===== src/rtl/fdiv_pkg.sv =====
package fdiv_pkg;

    typedef enum logic [2:0] {
        ST_IDLE,
        ST_UNPACK,
        ST_ITER,
        ST_NORM,
        ST_ROUND,
        ST_PACK
    } fdiv_state_e;

    typedef enum logic [1:0] {
        CLS_ZERO,
        CLS_FINITE,
        CLS_INF,
        CLS_NAN
    } fp_class_e;

    typedef enum logic [1:0] {
        OUT_NUMBER,
        OUT_QNAN,
        OUT_INF,
        OUT_ZERO
    } fdiv_outcome_e;

    // Priority: NaN inputs and the two indeterminate forms first,
    // then the infinite results, then the zero results.
    function automatic fdiv_outcome_e pick_outcome(input fp_class_e ca, input fp_class_e cb);
        if (ca == CLS_NAN || cb == CLS_NAN)   return OUT_QNAN;
        if (ca == CLS_INF && cb == CLS_INF)   return OUT_QNAN;
        if (ca == CLS_ZERO && cb == CLS_ZERO) return OUT_QNAN;
        if (ca == CLS_INF || cb == CLS_ZERO)  return OUT_INF;
        if (cb == CLS_INF || ca == CLS_ZERO)  return OUT_ZERO;
        return OUT_NUMBER;
    endfunction

endpackage


===== src/rtl/fdiv_classify.sv =====
module fdiv_classify
    import fdiv_pkg::*;
#(
    parameter int EXP_W  = 8,
    parameter int FRAC_W = 23
) (
    input  logic [EXP_W+FRAC_W:0] operand,
    output logic                  sign,
    output fp_class_e             cls,
    output logic [EXP_W-1:0]      biased_exp,
    output logic [FRAC_W:0]       signif
);

    logic exp_ones;
    logic exp_zero;
    logic frac_zero;

    assign sign       = operand[EXP_W+FRAC_W];
    assign biased_exp = operand[EXP_W+FRAC_W-1:FRAC_W];
    assign exp_ones   = &biased_exp;
    assign exp_zero   = (biased_exp == '0);
    assign frac_zero  = (operand[FRAC_W-1:0] == '0);
    assign signif     = {1'b1, operand[FRAC_W-1:0]};

    always_comb begin
        if (exp_ones)      cls = frac_zero ? CLS_INF : CLS_NAN;
        else if (exp_zero) cls = CLS_ZERO;   // subnormals flushed
        else               cls = CLS_FINITE;
    end

endmodule


===== src/rtl/fdiv_recur.sv =====
module fdiv_recur #(
    parameter int MAN_W = 24,
    parameter int STEPS = MAN_W + 2
) (
    input  logic               clk,
    input  logic               rst_n,
    input  logic               load,
    input  logic               step,
    input  logic [MAN_W-1:0]   dividend,
    input  logic [MAN_W-1:0]   divisor,
    output logic [STEPS-1:0]   quotient,
    output logic               rem_nonzero
);

    logic [MAN_W:0]     rem;
    logic [MAN_W-1:0]   dvs;
    logic [MAN_W:0]     next_rem;
    logic               fits;

    // Restoring step: subtract when the partial remainder covers the divisor.
    assign fits     = (rem >= {1'b0, dvs});
    assign next_rem = fits ? (rem - {1'b0, dvs}) : rem;

    always_ff @(posedge clk or negedge rst_n) begin
        if (!rst_n) begin
            rem      <= '0;
            dvs      <= '0;
            quotient <= '0;
        end else if (load) begin
            rem      <= {1'b0, dividend};
            dvs      <= divisor;
            quotient <= '0;
        end else if (step) begin
            rem      <= next_rem << 1;
            quotient <= {quotient[STEPS-2:0], fits};
        end
    end

    assign rem_nonzero = |rem;

endmodule


===== src/rtl/fdiv_normalize.sv =====
module fdiv_normalize #(
    parameter int EXP_W = 8,
    parameter int MAN_W = 24,
    parameter int STEPS = MAN_W + 2
) (
    input  logic [STEPS-1:0]         quotient,
    input  logic                     rem_nonzero,
    input  logic signed [EXP_W+1:0]  exp_in,
    output logic [MAN_W-1:0]         mant,
    output logic                     guard,
    output logic                     sticky,
    output logic signed [EXP_W+1:0]  exp_out
);

    localparam logic signed [EXP_W+1:0] ONE = 1;

    // Quotient lies in (0.5, 2): the top bit decides a one-place shift.
    always_comb begin
        if (quotient[STEPS-1]) begin
            mant    = quotient[STEPS-1:2];
            guard   = quotient[1];
            sticky  = quotient[0] | rem_nonzero;
            exp_out = exp_in;
        end else begin
            mant    = quotient[STEPS-2:1];
            guard   = quotient[0];
            sticky  = rem_nonzero;
            exp_out = exp_in - ONE;
        end
    end

endmodule


===== src/rtl/fdiv_round.sv =====
module fdiv_round #(
    parameter int EXP_W = 8,
    parameter int MAN_W = 24
) (
    input  logic [MAN_W-1:0]         mant,
    input  logic                     guard,
    input  logic                     sticky,
    input  logic signed [EXP_W+1:0]  exp_in,
    output logic [MAN_W-2:0]         frac_out,
    output logic signed [EXP_W+1:0]  exp_out
);

    localparam logic signed [EXP_W+1:0] ONE = 1;

    logic           inc;
    logic [MAN_W:0] sum;

    assign inc = guard & (sticky | mant[0]);
    assign sum = {1'b0, mant} + {{MAN_W{1'b0}}, inc};

    always_comb begin
        if (sum[MAN_W]) begin
            frac_out = sum[MAN_W-1:1];
            exp_out  = exp_in + ONE;
        end else begin
            frac_out = sum[MAN_W-2:0];
            exp_out  = exp_in;
        end
    end

endmodule


===== src/rtl/fdiv_core.sv =====
module fdiv_core
    import fdiv_pkg::*;
#(
    parameter int EXP_W  = 8,
    parameter int FRAC_W = 23
) (
    input  logic                      clk,
    input  logic                      rst_n,
    input  logic                      start,
    input  logic [EXP_W+FRAC_W:0]     op_a,
    input  logic [EXP_W+FRAC_W:0]     op_b,
    output logic                      busy,
    output logic                      done,
    output logic [EXP_W+FRAC_W:0]     result
);

    localparam int W       = 1 + EXP_W + FRAC_W;
    localparam int MAN_W   = FRAC_W + 1;
    localparam int STEPS   = MAN_W + 2;
    localparam int EW      = EXP_W + 2;
    localparam int CNT_W   = $clog2(STEPS);
    localparam int LATENCY = STEPS + 4;
    localparam int BIAS    = (1 << (EXP_W - 1)) - 1;
    localparam int EXP_MAX = (1 << EXP_W) - 1;

    localparam logic signed [EW-1:0] BIAS_S = EW'(BIAS);
    localparam logic signed [EW-1:0] TOP_S  = EW'(EXP_MAX);
    localparam logic signed [EW-1:0] ZERO_S = '0;
    localparam logic [W-1:0] QNAN = {1'b0, {EXP_W{1'b1}}, 1'b1, {(FRAC_W-1){1'b0}}};

    fdiv_state_e state, state_nx;

    logic [W-1:0]           opa_q, opb_q;
    logic                   sign_q;
    fdiv_outcome_e          outcome_q;
    logic signed [EW-1:0]   exp_q;
    logic [CNT_W-1:0]       step_cnt;

    logic [MAN_W-1:0]       mant_n;
    logic                   guard_n, sticky_n;
    logic signed [EW-1:0]   exp_n;
    logic [FRAC_W-1:0]      frac_r;
    logic signed [EW-1:0]   exp_r;

    logic                   done_q;
    logic [W-1:0]           result_q;
    logic [W-1:0]           packed_word;

    // ---------------- operand classification ----------------
    logic [W-1:0]       ops    [2];
    logic               sign_c [2];
    fp_class_e          cls_c  [2];
    logic [EXP_W-1:0]   exp_c  [2];
    logic [MAN_W-1:0]   sig_c  [2];

    assign ops[0] = opa_q;
    assign ops[1] = opb_q;

    for (genvar g = 0; g < 2; g++) begin : g_cls
        fdiv_classify #(.EXP_W(EXP_W), .FRAC_W(FRAC_W)) u_cls (
            .operand    (ops[g]),
            .sign       (sign_c[g]),
            .cls        (cls_c[g]),
            .biased_exp (exp_c[g]),
            .signif     (sig_c[g])
        );
    end

    // ---------------- significand recurrence ----------------
    logic [STEPS-1:0] quo;
    logic             rem_nz;

    fdiv_recur #(.MAN_W(MAN_W), .STEPS(STEPS)) u_recur (
        .clk         (clk),
        .rst_n       (rst_n),
        .load        (state == ST_UNPACK),
        .step        (state == ST_ITER),
        .dividend    (sig_c[0]),
        .divisor     (sig_c[1]),
        .quotient    (quo),
        .rem_nonzero (rem_nz)
    );

    // ---------------- normalise and round ----------------
    logic [MAN_W-1:0]     mant_c;
    logic                 guard_c, sticky_c;
    logic signed [EW-1:0] exp_nc;
    logic [FRAC_W-1:0]    frac_c;
    logic signed [EW-1:0] exp_rc;

    fdiv_normalize #(.EXP_W(EXP_W), .MAN_W(MAN_W), .STEPS(STEPS)) u_norm (
        .quotient    (quo),
        .rem_nonzero (rem_nz),
        .exp_in      (exp_q),
        .mant        (mant_c),
        .guard       (guard_c),
        .sticky      (sticky_c),
        .exp_out     (exp_nc)
    );

    fdiv_round #(.EXP_W(EXP_W), .MAN_W(MAN_W)) u_round (
        .mant     (mant_n),
        .guard    (guard_n),
        .sticky   (sticky_n),
        .exp_in   (exp_n),
        .frac_out (frac_c),
        .exp_out  (exp_rc)
    );

    // ---------------- state register ----------------
    always_ff @(posedge clk or negedge rst_n) begin
        if (!rst_n) state <= ST_IDLE;
        else        state <= state_nx;
    end

    always_comb begin
        state_nx = state;
        unique case (state)
            ST_IDLE:   if (start) state_nx = ST_UNPACK;
            ST_UNPACK: state_nx = ST_ITER;
            ST_ITER:   if (step_cnt == CNT_W'(STEPS - 1)) state_nx = ST_NORM;
            ST_NORM:   state_nx = ST_ROUND;
            ST_ROUND:  state_nx = ST_PACK;
            ST_PACK:   state_nx = ST_IDLE;
            default:   state_nx = ST_IDLE;
        endcase
    end

    // ---------------- datapath registers ----------------
    always_ff @(posedge clk or negedge rst_n) begin
        if (!rst_n) begin
            opa_q     <= '0;
            opb_q     <= '0;
            sign_q    <= 1'b0;
            outcome_q <= OUT_NUMBER;
            exp_q     <= '0;
            step_cnt  <= '0;
            mant_n    <= '0;
            guard_n   <= 1'b0;
            sticky_n  <= 1'b0;
            exp_n     <= '0;
            frac_r    <= '0;
            exp_r     <= '0;
        end else begin
            case (state)
                ST_IDLE: begin
                    if (start) begin
                        opa_q <= op_a;
                        opb_q <= op_b;
                    end
                end
                ST_UNPACK: begin
                    sign_q    <= sign_c[0] ^ sign_c[1];
                    outcome_q <= pick_outcome(cls_c[0], cls_c[1]);
                    exp_q     <= signed'({2'b00, exp_c[0]}) - signed'({2'b00, exp_c[1]}) + BIAS_S;
                    step_cnt  <= '0;
                end
                ST_ITER: begin
                    step_cnt <= step_cnt + 1'b1;
                end
                ST_NORM: begin
                    mant_n   <= mant_c;
                    guard_n  <= guard_c;
                    sticky_n <= sticky_c;
                    exp_n    <= exp_nc;
                end
                ST_ROUND: begin
                    frac_r <= frac_c;
                    exp_r  <= exp_rc;
                end
                default: ;
            endcase
        end
    end

    // ---------------- result selection ----------------
    always_comb begin
        packed_word = '0;
        unique case (outcome_q)
            OUT_QNAN: packed_word = QNAN;
            OUT_INF:  packed_word = {sign_q, {EXP_W{1'b1}}, {FRAC_W{1'b0}}};
            OUT_ZERO: packed_word = {sign_q, {(W-1){1'b0}}};
            OUT_NUMBER: begin
                if (exp_r >= TOP_S)
                    packed_word = {sign_q, {EXP_W{1'b1}}, {FRAC_W{1'b0}}};
                else if (exp_r <= ZERO_S)
                    packed_word = {sign_q, {(W-1){1'b0}}};
                else
                    packed_word = {sign_q, exp_r[EXP_W-1:0], frac_r};
            end
            default: packed_word = QNAN;
        endcase
    end

    // ---------------- outputs ----------------
    always_ff @(posedge clk or negedge rst_n) begin
        if (!rst_n) begin
            done_q   <= 1'b0;
            result_q <= '0;
        end else begin
            done_q <= (state == ST_PACK);
            if (state == ST_PACK) result_q <= packed_word;
        end
    end

    assign busy   = (state != ST_IDLE);
    assign done   = done_q;
    assign result = result_q;

endmodule


===== config.mk =====
export PLATFORM = sky130hd
export DESIGN_NAME = fdiv_core
export DESIGN_NICKNAME = d
export VERILOG_FILES = /design/src/rtl/fdiv_pkg.sv /design/src/rtl/fdiv_classify.sv /design/src/rtl/fdiv_recur.sv /design/src/rtl/fdiv_normalize.sv /design/src/rtl/fdiv_round.sv /design/src/rtl/fdiv_core.sv
export SDC_FILE = /design/constraint.sdc
export NUM_CORES = 1
export LEC_CHECK = 0
export BUFFER_PORTS_ARGS = -buffer_cell sky130_fd_sc_hd__buf_2
export CAP_MARGIN = 30
export CORE_MARGIN = 2
export CORE_UTILIZATION = 50
export CTS_BUF_LIST = sky130_fd_sc_hd__clkbuf_8
export DETAILED_ROUTE_END_ITERATION = 8
export PLACE_DENSITY = 0.68
export SYNTH_ARGS = -nofsm -noshare
export SYNTH_HDL_FRONTEND = slang
export SYNTH_SLANG_ARGS = --single-unit

===== constraint.sdc =====
create_clock -name clk -period 3.8 [get_ports clk]
set_input_delay 0.38 -clock clk [delete_from_list [all_inputs] [get_ports clk]]
set_output_delay 0.38 -clock clk [all_outputs]
set_load 0.005 [all_outputs]

# Yosys cells after proc, flatten, opt, wreduce, memory -nomap -nowiden
# Cells that the tools add are included.
# word_totals
register_bits	262
inputBits	67
elab_cells	122
# classes
order_cmp	3
n_bitwise	4
add_sub_neg	7
reduce_logical	20
n_mux	55
n_eq_ne	15
# op_table
cell	count
$pmux W32 S4	1
$mux W31	2
$mux W26	2
$mux W25	2
$mux W24	2
$logic_not A23 Y1	2
$mux W1	26
$mux W2	13
$add A24 B1 Y25	1
$ge A25 B24 Y1	1
$reduce_or A25 Y1	1
$sub A24 B24 Y24	1
$mux W23	1
$mux W10	2
$logic_not A8 Y1	2
$reduce_and A8 Y1	2
$pmux W3 S5	1
$eq A2 B2 Y1 const B	6
$add A10 B2 Y10 const B	1
$add A9 B8 Y10 const B	1
$ge A10 B9 Y1 const B	1
$le A10 B1 Y1 const B	1
$pmux W5 S2	1
$sub A10 B2 Y10 const B	1
other kinds (19)	30

# Logic depth before layout (Yosys ltp)
# Gate-level depths: netlist (run 1).
# depth
word_depth	26
mapped_depth	12

# Cells and area by module
# From an unflattened synthesis (run 1), not the netlist that was laid out.
# hier_totals
hier_cells	1377
area_unflattened_um2	14490.1
# by_module_without_submodules
mod	area_per_inst_um2	cells_each	seq_area_each_um2	instances
fdiv_core	7677.4	573	4679.5	1
fdiv_recur	4802.1	531	1876.8	1
fdiv_round	797.0	123	0.0	1
fdiv_classify	355.3	49	0.0	2
fdiv_normalize	503.0	52	0.0	1

# Least setup slack after synthesis (run 1)
# Ideal clock, no wire load.
# synth_timing
path_type	reg-to-reg
start	reg u_recur.rem[0]
end	reg u_recur.rem[23]
required_ns	3.696
n_path_buf	0
t_arrival_ns	2.708
path_stages_with_launch	13
period_less_slack_ns	2.811
setup_time_ns	0.104
slack_ns	0.989
path_cell_list	dfrtp_1 -> inv_1 -> ha_1 -> inv_1 -> fa_1 -> a21o_1 -> a311o_1 -> a211oi_1 -> o311ai_0 -> a21oi_1 -> o21ai_0 -> xnor2_1 -> a221oi_1
# synth_via
elab_chain_len	4
# synth_lines
item	line	source
from (decl)	fdiv_recur.sv:15	logic [MAN_W:0] rem;
from (signal assigned)	fdiv_recur.sv:30	rem <= {1'b0, dividend};
from (signal assigned)	fdiv_recur.sv:34	rem <= next_rem << 1;
$sub A24 B24 Y24 / $ge A25 B24 Y1 (equally long branches)	fdiv_recur.sv:22, fdiv_recur.sv:21	
$mux W24 *	fdiv_recur.sv:22	assign next_rem = fits ? (rem - {1'b0, dvs}) : rem;
$mux W25 *	fdiv_recur.sv:33	end else if (step) begin
$mux W25 *	fdiv_recur.sv:29	end else if (load) begin
# Mark *: on every way between the ends. The rest lies on a longest branch, timed or not. The select of a mux whose other input is x is not followed.
# A chain may end at the register's enable or synchronous reset.

# Worst setup path after layout (run 1)
# layout_timing
start	reg u_recur.rem[1]
end	reg u_recur.rem[7]
# Same word-level chain as after synthesis.

==> results of run 1 <==
[flip-flops by register name, indices dropped and copies added (netlist names)]
name              flops
exp_r                10
state                 3
step_cnt              5
done                  1
sticky_n              1
guard_n               1
u_recur.quotient     26
mant_n               24
result               32
opa_q                32
opb_q                32
u_recur.rem          25
exp_n                10
exp_q                10
outcome_q             2
sign_q                1
u_recur.dvs          24
frac_r               23
[layout by cell type, fill, tap and decap left out, types with 7 or more instances in the layout]
cell      synthesis  routed
a211oi_1          7       7
a22oi_1          19      19
nor3_1           14      14
nand4_1          25      25
ha_1             40      40
nand2_1         208     207
o21a_1            9       9
a21oi_1          28      28
clkbuf_8          1      54
a22o_1           36      36
o21ai_0         144     144
o31ai_1          15      15
nor2_1           50      48
xor2_1           30      30
dfrtp_1         262     262
buf_4             2      12
nand3_1          50      50
mux2_2           58      58
buf_2             3      99
xnor2_1          33      33
mux2i_1          40      40
nor4_1           29      28
and3_1            8       8
inv_1            59      75
[worst paths after layout]
kind / startpoint / endpoint / slack (ns) / depth (start not counted)
max: u_recur.rem[1] / u_recur.rem[7] / 0.47 / 10
min: op_b[30] / opb_q[30] / 0.02 / 3
max reg2reg: u_recur.rem[1] / u_recur.rem[7] / 0.47 / 10
min in group asynchronous: rst_n / result[28] / 0.51 / 2
max in group asynchronous: rst_n / opa_q[20] / 2.35 / 3
min reg2reg: u_recur.dvs[23] / u_recur.dvs[23] / 0.45 / 2
[tightest hold or removal path: cells and delay by family]
family          cells  cell delay (ns)
compound gates      1             0.06
buf+inv             1             0.07
simple gates        1             0.04
[per-layer routing]
metal	routed length [um]	global-route usage	vias up
li1	-	-	4956
met1	13370	0.2795	4762
met4	996	0.08546	0
met5	0	0	-
met2	13390	0.3509	215
met3	1123	0.03232	65
[metrics by stage]
| stage | hold WS, ns | power (mW) | setup WS [ns] | cell area (sq um) | utilization |
|---|---|---|---|---|---|
| final | 0.02078 | 14.44 | 0.4708 | 14930 | 0.5747 |
| after CTS | 0.005057 | 14.52 | 0.5245 | 14930 | 0.5747 |
| after detailed placement | 0.4373 | 11.97 | 0.5507 | 14050 | 0.5408 |
| after floorplan | 0.08441 | 10.24 | 0.9886 | 13220 | - |
| after global routing | 0.02848 | 15.70 | 0.2138 | 14930 | 0.5747 |
| after global placement | 0.4350 | 11.81 | 0.6448 | 14030 | 0.5400 |
[repair_timing]
item,in CTS,in global routing
endpoints found under the setup margin,0,0
hold endpoints to repair,117,0
hold buffers,1,0
buffers inserted,0,0
[cell families (layout without fill, tap and decap cells)]
logic type / Yosys count / in the layout
AOI/OAI and AO/OA: 310 / 310
xor gates and xnor gates: 64 / 64
adders and majority gates: 42 / 42
buffers and inverters: 123 / 252
DFF: 262 / 262
muxes: 98 / 98
and+or+nand+nor: 427 / 427
[where the power goes]
group | internal, mW | switching [mW] | leakage [nW] | total [mW]
logic | 3.05 | 3.74 | 2.97 | 6.79
clock network | 1.35 | 1.12 | 0.509 | 2.47
registers | 4.06 | 1.12 | 3.29 | 5.18
[area by class of cell]
type	count	area (sq um)
fillers	2296	11050
flip-flops and latches	262	6556
multi-input cells	941	6195
clock buffers	54	743.2
repair buffers	116	670.6
well taps	335	419.2
inverters	59	221.5
clock inverters	23	128.9
==> results by group, run 1 <==
Yosys
  • Post-synthesis simple-gate area fraction: 0.1510
  • Ranking of synthesized cells by area: dfrtp_1 (50%), nand2_1 (5.9%), o21ai_0 (5.5%)
  • Avg Cell Area, Syn: approximately 10 sq um
  • Count leader, synth: dfrtp_1
  • Gate Count Post-Synth: 1326
  • Syn_nets: ~1400
  • Area leader, netlist: dfrtp_1
  • Combinational family with the most area after synthesis: compound AO/OA/AOI/OAI gates
  • FFs w/ async S/R, synth: 1.000
  • Adder and majority gate portion of the synthesized area: 0.04023
  • Post-synth top flop: dfrtp_1
  • Area fraction in compound gates after synthesis: 0.1517
  • Mux cell area share after synthesis: 0.07971
  • Synthesized area: 13220 sq um
  • Number of synthesized register bits: roughly 260
  • Yosys top cell area share: 0.4961
  • Post-Synth XOR/XNOR Area: 0.04374
  • Syn. warnings: 0
  • Post-synthesis sequential area ratio: 0.4961
  • Post-synth cell types: between 70 and 80
  • Most frequent cells after synthesis: dfrtp_1 (262), nand2_1 (208), o21ai_0 (144)
  • Number of enable flip-flop cells after synthesis: 0

Global route
  • First-pass GRT wire length: ~49000 um
  • Largest net degree at the start of global routing: approximately 120
  • Total GRT Usage: 0.2114
  • Initial antenna violation count: 0
  • Vias in the first global route: roughly 9900
  • Total grt overflow: 0

Drt
  • DRT iter0 DRCs: 543
  • Drt wl/cell: ~16 um
  • Vias: around 10000
  • Vias per std cell: between 5 and 6
  • Antenna Nets Post-Route: 0
  • Routed WL: about 29000 um
  • Residual DRC: 0
  • First-pass detailed-route iteration total: 5

Power
  • VDD IR max: ~0.00053 V
  • Leak: 6.774 nW
  • P per Cell Area: ~970 nW/um^2

Timing
  • Setup violations, final: 0
  • Tightest Pin Transition: about 0.90 ns
  • RSZ-0062 raised after global routing: no
  • Total Neg Setup Slack: 0 ns
  • Max-slew violations: 0
  • Tmin final: between 3 and 4 ns
  • Rel. slew slack: 0.3968
  • Layout Skew: about 0.028 ns
  • Period utilization: 0.8761
  • Fmax: around 300 MHz
  • Hold Vio Cnt, Final: 0

Die
  • DIE AREA: 27750 sq um
  • Die width: about 170 um
  • Number of I/O pins: a little over 100
  • Die H: 166.6 um
  • Core area: roughly 26000 sq um
  • Starting Density: 0.5086
  • FP Rows: 59

Setup path
  • Slowest cell on crit path: nor4_1
  • Slowest Stage Delay on Critical Path: 0.62 ns
  • CP top delay family: compound AO/OA/AOI/OAI gates
  • Max Fanout on Critical Path: 17
  • Setup crit end kind: flop
  • WP data required: ~4.2 ns
  • Worst Path Arrival: ~3.7 ns
  • Startpoint Class: flop
  • Crit-path cells: ha_1 > nor2b_1 > o21ai_1 > a211oi_1 > nor4_1 > a221o_1 > a31o_2 > buf_4 > mux2i_1 > o21ai_0
  • CP bufs+invs: 1
  • Setup CP Type: reg -> reg

Clocking
  • H-tree levels: 2
  • CTS Buf Count: between 40 and 50
  • # clock sinks: around 260
  • Clock-pin slew on the worst setup and hold paths: roughly 0.06 ns
  • Skew-Pair Late Insertion Delay: approximately 0.57 ns
  • CTS tree: built
  • Root buffer cell: clkbuf_8
  • Post-CTS Resized: 0
  • Max Root-Sink Buffers: 3

Min path
  • Worst min-delay path class: in -> reg

Status
  • Outcome: finished, final reports clean

Placement
  • GPL Wtd Cong: about 0.92
  • Hpwl dp: ~20000 um
  • Placed cell count: 1712
  • # port buffers: 100

Final layout
  • Finished Layout Cells: around 1800
  • Fraction of layout cells with a size suffix above 1: 0.1780
  • # diodes: 0
  • Nets: between 1500 and 2000
  • Layout area overhead: 13.00%

Job
  • Max-Cap Viols: 0
Note: power is estimated with default switching activity, not from simulation.
==> inputs of run 2 (changes only) <==
--- a/config.mk
+++ b/config.mk
@@ -12,6 +12,7 @@
 export CTS_BUF_LIST = sky130_fd_sc_hd__clkbuf_8
 export DETAILED_ROUTE_END_ITERATION = 8
 export PLACE_DENSITY = 0.68
+export SETUP_SLACK_MARGIN = 0.5
 export SYNTH_ARGS = -nofsm -noshare
 export SYNTH_HDL_FRONTEND = slang
 export SYNTH_SLANG_ARGS = --single-unit
==> run 2 against run 1 <==
Compared with the run above:
- clock skew barely moved
- combinational power rose by 0.9%
- design area rose by 0.18%
- cell count barely moved
- power rose by 0.35%
- critical path depth rose by 2
- global-route usage did not move
- worst hold slack improved by 0.0029 ns
- first-iteration DRC count rose by 8.5%
- sequential power barely moved
- largest cell class unchanged
- highest routed layer unchanged
==> results by group, run 2 (synthesis gave the netlist of run 1 again) <==
Status
  • Outcome: finished, final reports clean

Timing
  • RSZ-0062 raised after global routing: no
  • Fmax: 323.3 MHz (+7.6%)
  • Layout Skew: 0.02788 ns (+0.0001116 ns)
  • Setup violations, final: 0 (unchanged)
  • Period utilization: 0.8139 (-0.06217)
  • Rel. slew slack: 0.3845 (-0.01232)
  • Hold Vio Cnt, Final: 0 (unchanged)
  • Total Neg Setup Slack: 0 ns (unchanged)
  • Tmin final: 3.093 ns (-0.2363 ns)
  • Hold_ws: 0.02370 ns (+0.002921 ns)
  • Tightest Pin Transition: 0.9233 ns (+0.01848 ns)
  • Max-slew violations: 0 (unchanged)

Global route
  • Vias in the first global route: 9904 (unchanged)
  • Total grt overflow: 0 (unchanged)
  • Initial antenna violation count: 0 (unchanged)
  • Total GRT Usage: 0.2114 (unchanged)
  • First-pass GRT wire length: 48890 um (unchanged)
  • Largest net degree at the start of global routing: 121 (unchanged)

Clocking
  • Skew-Pair Late Insertion Delay: 0.57 ns (about the same)
  • CTS Buf Count: 46 (unchanged)
  • # clock sinks: 262 (unchanged)
  • CTS tree: built
  • Max Root-Sink Buffers: 3 (unchanged)
  • Clock-pin slew on the worst setup and hold paths: 0.06 ns (about the same)
  • Root buffer cell: clkbuf_8
  • H-tree levels: 2 (unchanged)

Setup path
  • Setup crit end kind: flop
  • Setup CP Type: reg -> reg
  • Startpoint Class: flop
  • WP data required: 4.25 ns (+0.06 ns)
  • Max Fanout on Critical Path: 3 (-14)
  • Worst Path Arrival: 3.54 ns (-0.18 ns)

Drt
  • Antenna Nets Post-Route: 0 (unchanged)
  • Drt wl/cell: 16.11 um (-0.15%)
  • Routed WL: 28850 um (about the same)
  • Vias per std cell: 5.580 (-0.11%)
  • First-pass detailed-route iteration total: 5 (unchanged)
  • Residual DRC: 0 (unchanged)
  • Vias: 9993 (-0.050%)
  • DRT iter0 DRCs: 589 (+8.5%)

Placement
  • Hpwl dp: 20360 um (unchanged)
  • GPL Wtd Cong: 0.9180 (unchanged)
  • # port buffers: 100 (unchanged)

Job
  • Max-Cap Viols: 0 (unchanged)

Die
  • Die H: 166.6 um (unchanged)
  • FP Rows: 59 (unchanged)
  • Core area: 25980 sq um (unchanged)
  • Starting Density: 0.5086 (unchanged)
  • Number of I/O pins: 101 (unchanged)
  • Die width: 166.6 um (unchanged)
  • DIE AREA: 27750 sq um (unchanged)

Power
  • Clock power share: 0.170 (about the same)
  • Switching Share: 0.4137 (-0.0004333)
  • P per Cell Area: 968.7 nW/um^2 (+0.17%)
  • Combinational fraction of design power: 0.472 (+0.002)
  • Psw: 5.996 mW (+0.25%)
  • Leak: 6.785 nW (+0.15%)
  • Internal: 8.498 mW (+0.43%)
  • VDD IR max: 0.0005260 V (about the same)
  • Reg power frac: 0.357 (-0.002)

Final layout
  • Core Util, Final: 0.5758 (+0.001060)
  • Layout area overhead: 13.21%
  • Nets: 1535 (+0.065%)
  • # diodes: 0 (unchanged)
  • Most frequent cells in the layout: dfrtp_1 (262), nand2_1 (207), o21ai_0 (144)
  • Fraction of layout cells with a size suffix above 1: 0.1799 (+0.001938)
  • Most common cell after layout, fill and taps aside: dfrtp_1

Min path
  • Worst min-delay path class: in -> reg
-- run 2: changes by cell type in the layout (fill, tap and decap cells not counted), sizes merged --
cell  delta
buf      +1
-- run 2: layout make-up --
class	count	area (sq um)
fillers	2293	11020
flip-flops and latches	262	6556
multi-input cells	941	6215
clock buffers	54	743.2
repair buffers	117	678.2
well taps	335	419.2
inverters	59	221.5
clock inverters	23	128.9
-- run 2: worst paths after layout --
check                      cells after the start             from               to  slack, ns
hold / removal                                 3         op_b[30]        opb_q[30]       0.02
max in group asynchronous                      3            rst_n         opa_q[4]       2.33
setup / recovery                              12   u_recur.rem[0]  u_recur.rem[23]       0.71
setup reg to reg                              12   u_recur.rem[0]  u_recur.rem[23]       0.71
min in group asynchronous                      2            rst_n       result[28]       0.50
hold reg to reg                                2  u_recur.dvs[23]  u_recur.dvs[23]       0.45
-- run 2: power by group through the flow --
stage                     sequential [mW]  clock [mW]  combinational, mW
after floorplan                      4.85           0               5.40
after global placement               5.17           0               6.65
final                                5.18        2.47               6.85
after CTS                            5.17        2.54               6.81
after global routing                 5.38        2.66               7.72
after detailed placement             5.21           0               6.76
-- run 2: metal layers --
metal	global-route usage	wire, um	vias to the layer above
li1	-	-	4950
met1	0.2795	13230	4752
met2	0.3509	13420	225
met3	0.03232	1173	66
met4	0.08546	1026	0
met5	0	0	-
-- run 2: through the flow --
stage,power [mW],std cells,worst slack [ns],cell area [sq um]
floorplan,10.24,1326,0.9886,13220
global placement,11.81,1711,0.6448,14030
detailed placement,11.97,1712,0.5507,14050
CTS,14.52,1790,0.5245,14930
global route,15.75,1791,0.5007,14960
finish,14.49,1791,0.7070,14960
-- run 2: what timing repair did --
item	4_1_cts	5_1_grt
hold endpoints to repair	117	0
setup buffers	0	1
hold buffers	1	0
setup endpoints to repair	0	18
gates resized for setup	0	3
-- run 2: critical path, cell delays in order, from the launching register on --
cell	delay (ns)
dfrtp_1	0.38
inv_1	0.09
ha_1	0.17
inv_1	0.06
fa_1	0.40
a21o_1	0.20
a311o_1	0.40
a211oi_2	0.25
o311ai_0	0.24
a21oi_1	0.26
o21ai_0	0.13
xnor2_1	0.14
a221oi_1	0.29
==> inputs of run 3 (changes only) <==
--- a/config.mk
+++ b/config.mk
@@ -11,7 +11,7 @@
 export CORE_UTILIZATION = 50
 export CTS_BUF_LIST = sky130_fd_sc_hd__clkbuf_8
 export DETAILED_ROUTE_END_ITERATION = 8
-export PLACE_DENSITY = 0.68
+export PLACE_DENSITY = 0.71
 export SETUP_SLACK_MARGIN = 0.5
 export SYNTH_ARGS = -nofsm -noshare
 export SYNTH_HDL_FRONTEND = slang
==> constraint.sdc (replaced) <==
create_clock -name clk -period 2.6 [get_ports clk]
set_input_delay 0.26 -clock clk [delete_from_list [all_inputs] [get_ports clk]]
set_output_delay 0.26 -clock clk [all_outputs]
set_load 0.005 [all_outputs]
==> run 3 against run 2 <==
Compared with the run above:
- largest cell class is now multi-input gates
- the flow now finishes with violations (negative setup slack)
- first-iteration DRC count is 34% higher
- core utilization is 9.4 points higher
- wire length is 18% higher
==> results by group, run 3 (synthesis gave the netlist of run 1 again) <==
Status
  • Outcome: complete, but fails checks
  • Failing checks: negative setup slack

Setup path
  • Worst Reg-to-Reg Cells: 13 (+1)
  • Setup CP Type: reg -> reg
  • FF-to-FF End: u_recur.rem[19]
  • Startpoint Class: flop
  • WP data required: 3.04 ns (-1.21 ns)
  • Setup crit end kind: flop
  • Worst Path Arrival: 3.19 ns (-0.35 ns)
  • Reg2Reg Setup Slack: -0.15 ns (-0.86 ns)
  • Reg2Reg Launch Point: u_recur.rem[0]
  • Max Fanout on Critical Path: 3 (unchanged)

Drt
  • DRT iter0 DRCs: 788 (+34%)
  • Drt wl/cell: 17.28 um (+7.3%)
  • First-pass detailed-route iteration total: 5 (unchanged)
  • Antenna Nets Post-Route: 0 (unchanged)
  • Vias per std cell: 5.620 (+0.72%)
  • Routed WL: 34100 um (+18%)
  • Vias: 11090 (+11%)
  • Residual DRC: 0 (unchanged)

Clocking
  • CTS Buf Count: 44 (-4.3%)
  • Clock-pin slew on the worst setup and hold paths: 0.06 ns (about the same)
  • Max Root-Sink Buffers: 3 (unchanged)
  • Skew-Pair Late Insertion Delay: 0.58 ns (about the same)
  • H-tree levels: 2 (unchanged)
  • # clock sinks: 262 (unchanged)
  • CTS tree: built
  • Root buffer cell: clkbuf_8

Min path
  • Worst min-delay path class: in -> reg
  • Hold Path End: state[0]
  • Min-delay src: start
  • Worst hold stages: 3 (unchanged)

Timing
  • Period utilization: 1.058 (+0.2442)
  • Tightest Pin Transition: 0.6472 ns (-0.2761 ns)
  • Hold_ws: 0.03071 ns (+0.007004 ns)
  • Tmin final: 2.751 ns (-0.3417 ns)
  • Max-slew violations: 0 (unchanged)
  • Fmax: 363.5 MHz (+12%)
  • Hold Vio Cnt, Final: 0 (unchanged)
  • RSZ-0062 raised after global routing: yes
  • Setup violations, final: 14 (+14)
  • PnR worst setup slack: -0.1513 ns (-0.8583 ns)
  • Layout Skew: 0.03379 ns (+0.005902 ns)
  • Rel. slew slack: 0.5681 (+0.1836)

Global route
  • Total GRT Usage: 0.2397 (+0.02828)
  • Vias in the first global route: 11050 (+12%)
  • Largest net degree at the start of global routing: 76 (-37%)
  • Total grt overflow: 0 (unchanged)
  • First-pass GRT wire length: 55180 um (+13%)
  • Initial antenna violation count: 0 (unchanged)

Die
  • Die width: 166.6 um (unchanged)
  • Starting Density: 0.5086 (unchanged)
  • Core area: 25980 sq um (unchanged)
  • DIE AREA: 27750 sq um (unchanged)
  • Die H: 166.6 um (unchanged)
  • FP Rows: 59 (unchanged)
  • Number of I/O pins: 101 (unchanged)

Power
  • Clock power share: 0.146 (-0.024)
  • P per Cell Area: 1456 nW/um^2 (+50%)
  • Combinational fraction of design power: 0.554 (+0.082)
  • Internal: 14.93 mW (+76%)
  • Leak: 7.813 nW (+15%)
  • Switching Share: 0.4106 (-0.003030)
  • VDD IR max: 0.001145 V (+120%)
  • Reg power frac: 0.300 (-0.057)
  • Psw: 10.41 mW (+74%)

Final layout
  • Most common cell after layout, fill and taps aside: dfrtp_1
  • Fraction of layout cells with a size suffix above 1: 0.2985 (+0.1186)
  • Fillers: 1954 (-15%)
  • Most frequent cells in the layout: dfrtp_1 (261), nand2_1 (202), buf_2 (99)
  • # diodes: 0 (unchanged)
  • Layout area overhead: 31.66%
  • Core Util, Final: 0.6696 (+0.09385)
  • Nets: 1713 (+12%)

Placement
  • # port buffers: 100 (unchanged)
  • GPL Wtd Cong: 0.8938 (-2.6%)
  • Hpwl dp: 21130 um (+3.8%)

Job
  • Max-Cap Viols: 0 (unchanged)
-- run 3: per-layer routing --
metal / wire length [um] / share of wire / vias up / track usage
met2: 16980 / 0.50 / 316 / 0.4156
met5: 0 / 0 / - / 0
met4: 1397 / 0.041 / 0 / 0.1034
met1: 14240 / 0.42 / 5368 / 0.2989
met3: 1475 / 0.043 / 100 / 0.03636
li1: - / - / 5304 / -
-- run 3: cell type report --
cell class,instances,area (sq um),area share
multi-input combinational,941,6942,0.3989
sequential,262,6558,0.3769
timing repair buffer,297,2356,0.1354
clock buffer,55,757.0,0.04350
tap,335,419.2,0.02409
inverter,59,226.5,0.01302
clock inverter,24,142.6,0.008197
-- run 3: worst max-delay path by stage --
| stage | startpoint | endpoint | slack [ns] | cells after the start |
|---|---|---|---|---|
| 3_3_place_gp | u_recur.rem[0] | u_recur.rem[21] | -0.16 | 12 |
| 4_1_cts | opb_q[24] | exp_q[9] | -0.09 | 10 |
| 3_5_place_dp | u_recur.rem[0] | u_recur.rem[23] | -0.28 | 12 |
| 6_report | u_recur.rem[0] | u_recur.rem[19] | -0.15 | 13 |
| 2_1_floorplan | opb_q[24] | exp_q[9] | -0.04 | 10 |
| 5_1_grt | opb_q[24] | exp_q[9] | -0.23 | 10 |
-- run 3: repair_timing --
action                                 in CTS  in global routing
pin swaps                                  56                 44
endpoints found under the hold margin     134                  0
setup endpoints to repair                  63                 68
gates resized for setup                   126                 69
setup buffers                              52                 17
hold buffers                               65                  0
gates cloned                                1                  0
-- run 3: through the flow --
stage / instances / area, sq um / setup slack [ns] / power [mW] / setup TNS (ns)
4_1_cts: 1956 / 16950 / -0.08863 / 24.03 / -0.3128
3_5_place_dp: 1759 / 14590 / -0.2802 / 18.79 / -0.7961
2_1_floorplan: 1326 / 13420 / -0.04210 / 15.43 / -0.07296
3_3_place_gp: 1759 / 14590 / -0.1631 / 18.42 / -0.4317
6_report: 1973 / 17400 / -0.1513 / 25.34 / -0.9828
5_1_grt: 1973 / 17400 / -0.2277 / 27.07 / -2.370
-- run 3: critical path, cell delays in order (launching register included) --
cell	delay (ns)
dfrtp_1	0.39
inv_2	0.08
ha_4	0.13
inv_2	0.04
fa_2	0.33
a21o_1	0.19
a311o_1	0.29
buf_4	0.15
nand4_1	0.14
nand4_1	0.12
a31o_2	0.28
a21oi_2	0.13
xnor2_1	0.08
a221o_1	0.29
-- run 3: power by group through the flow --
stage,combinational [mW],clock (mW),sequential [mW]
after floorplan,8.32,0,7.11
after global placement,11.0,0,7.45
after detailed placement,11.2,0,7.55
after CTS,12.7,3.77,7.52
after global routing,15.2,3.97,7.85
final,14.0,3.71,7.60
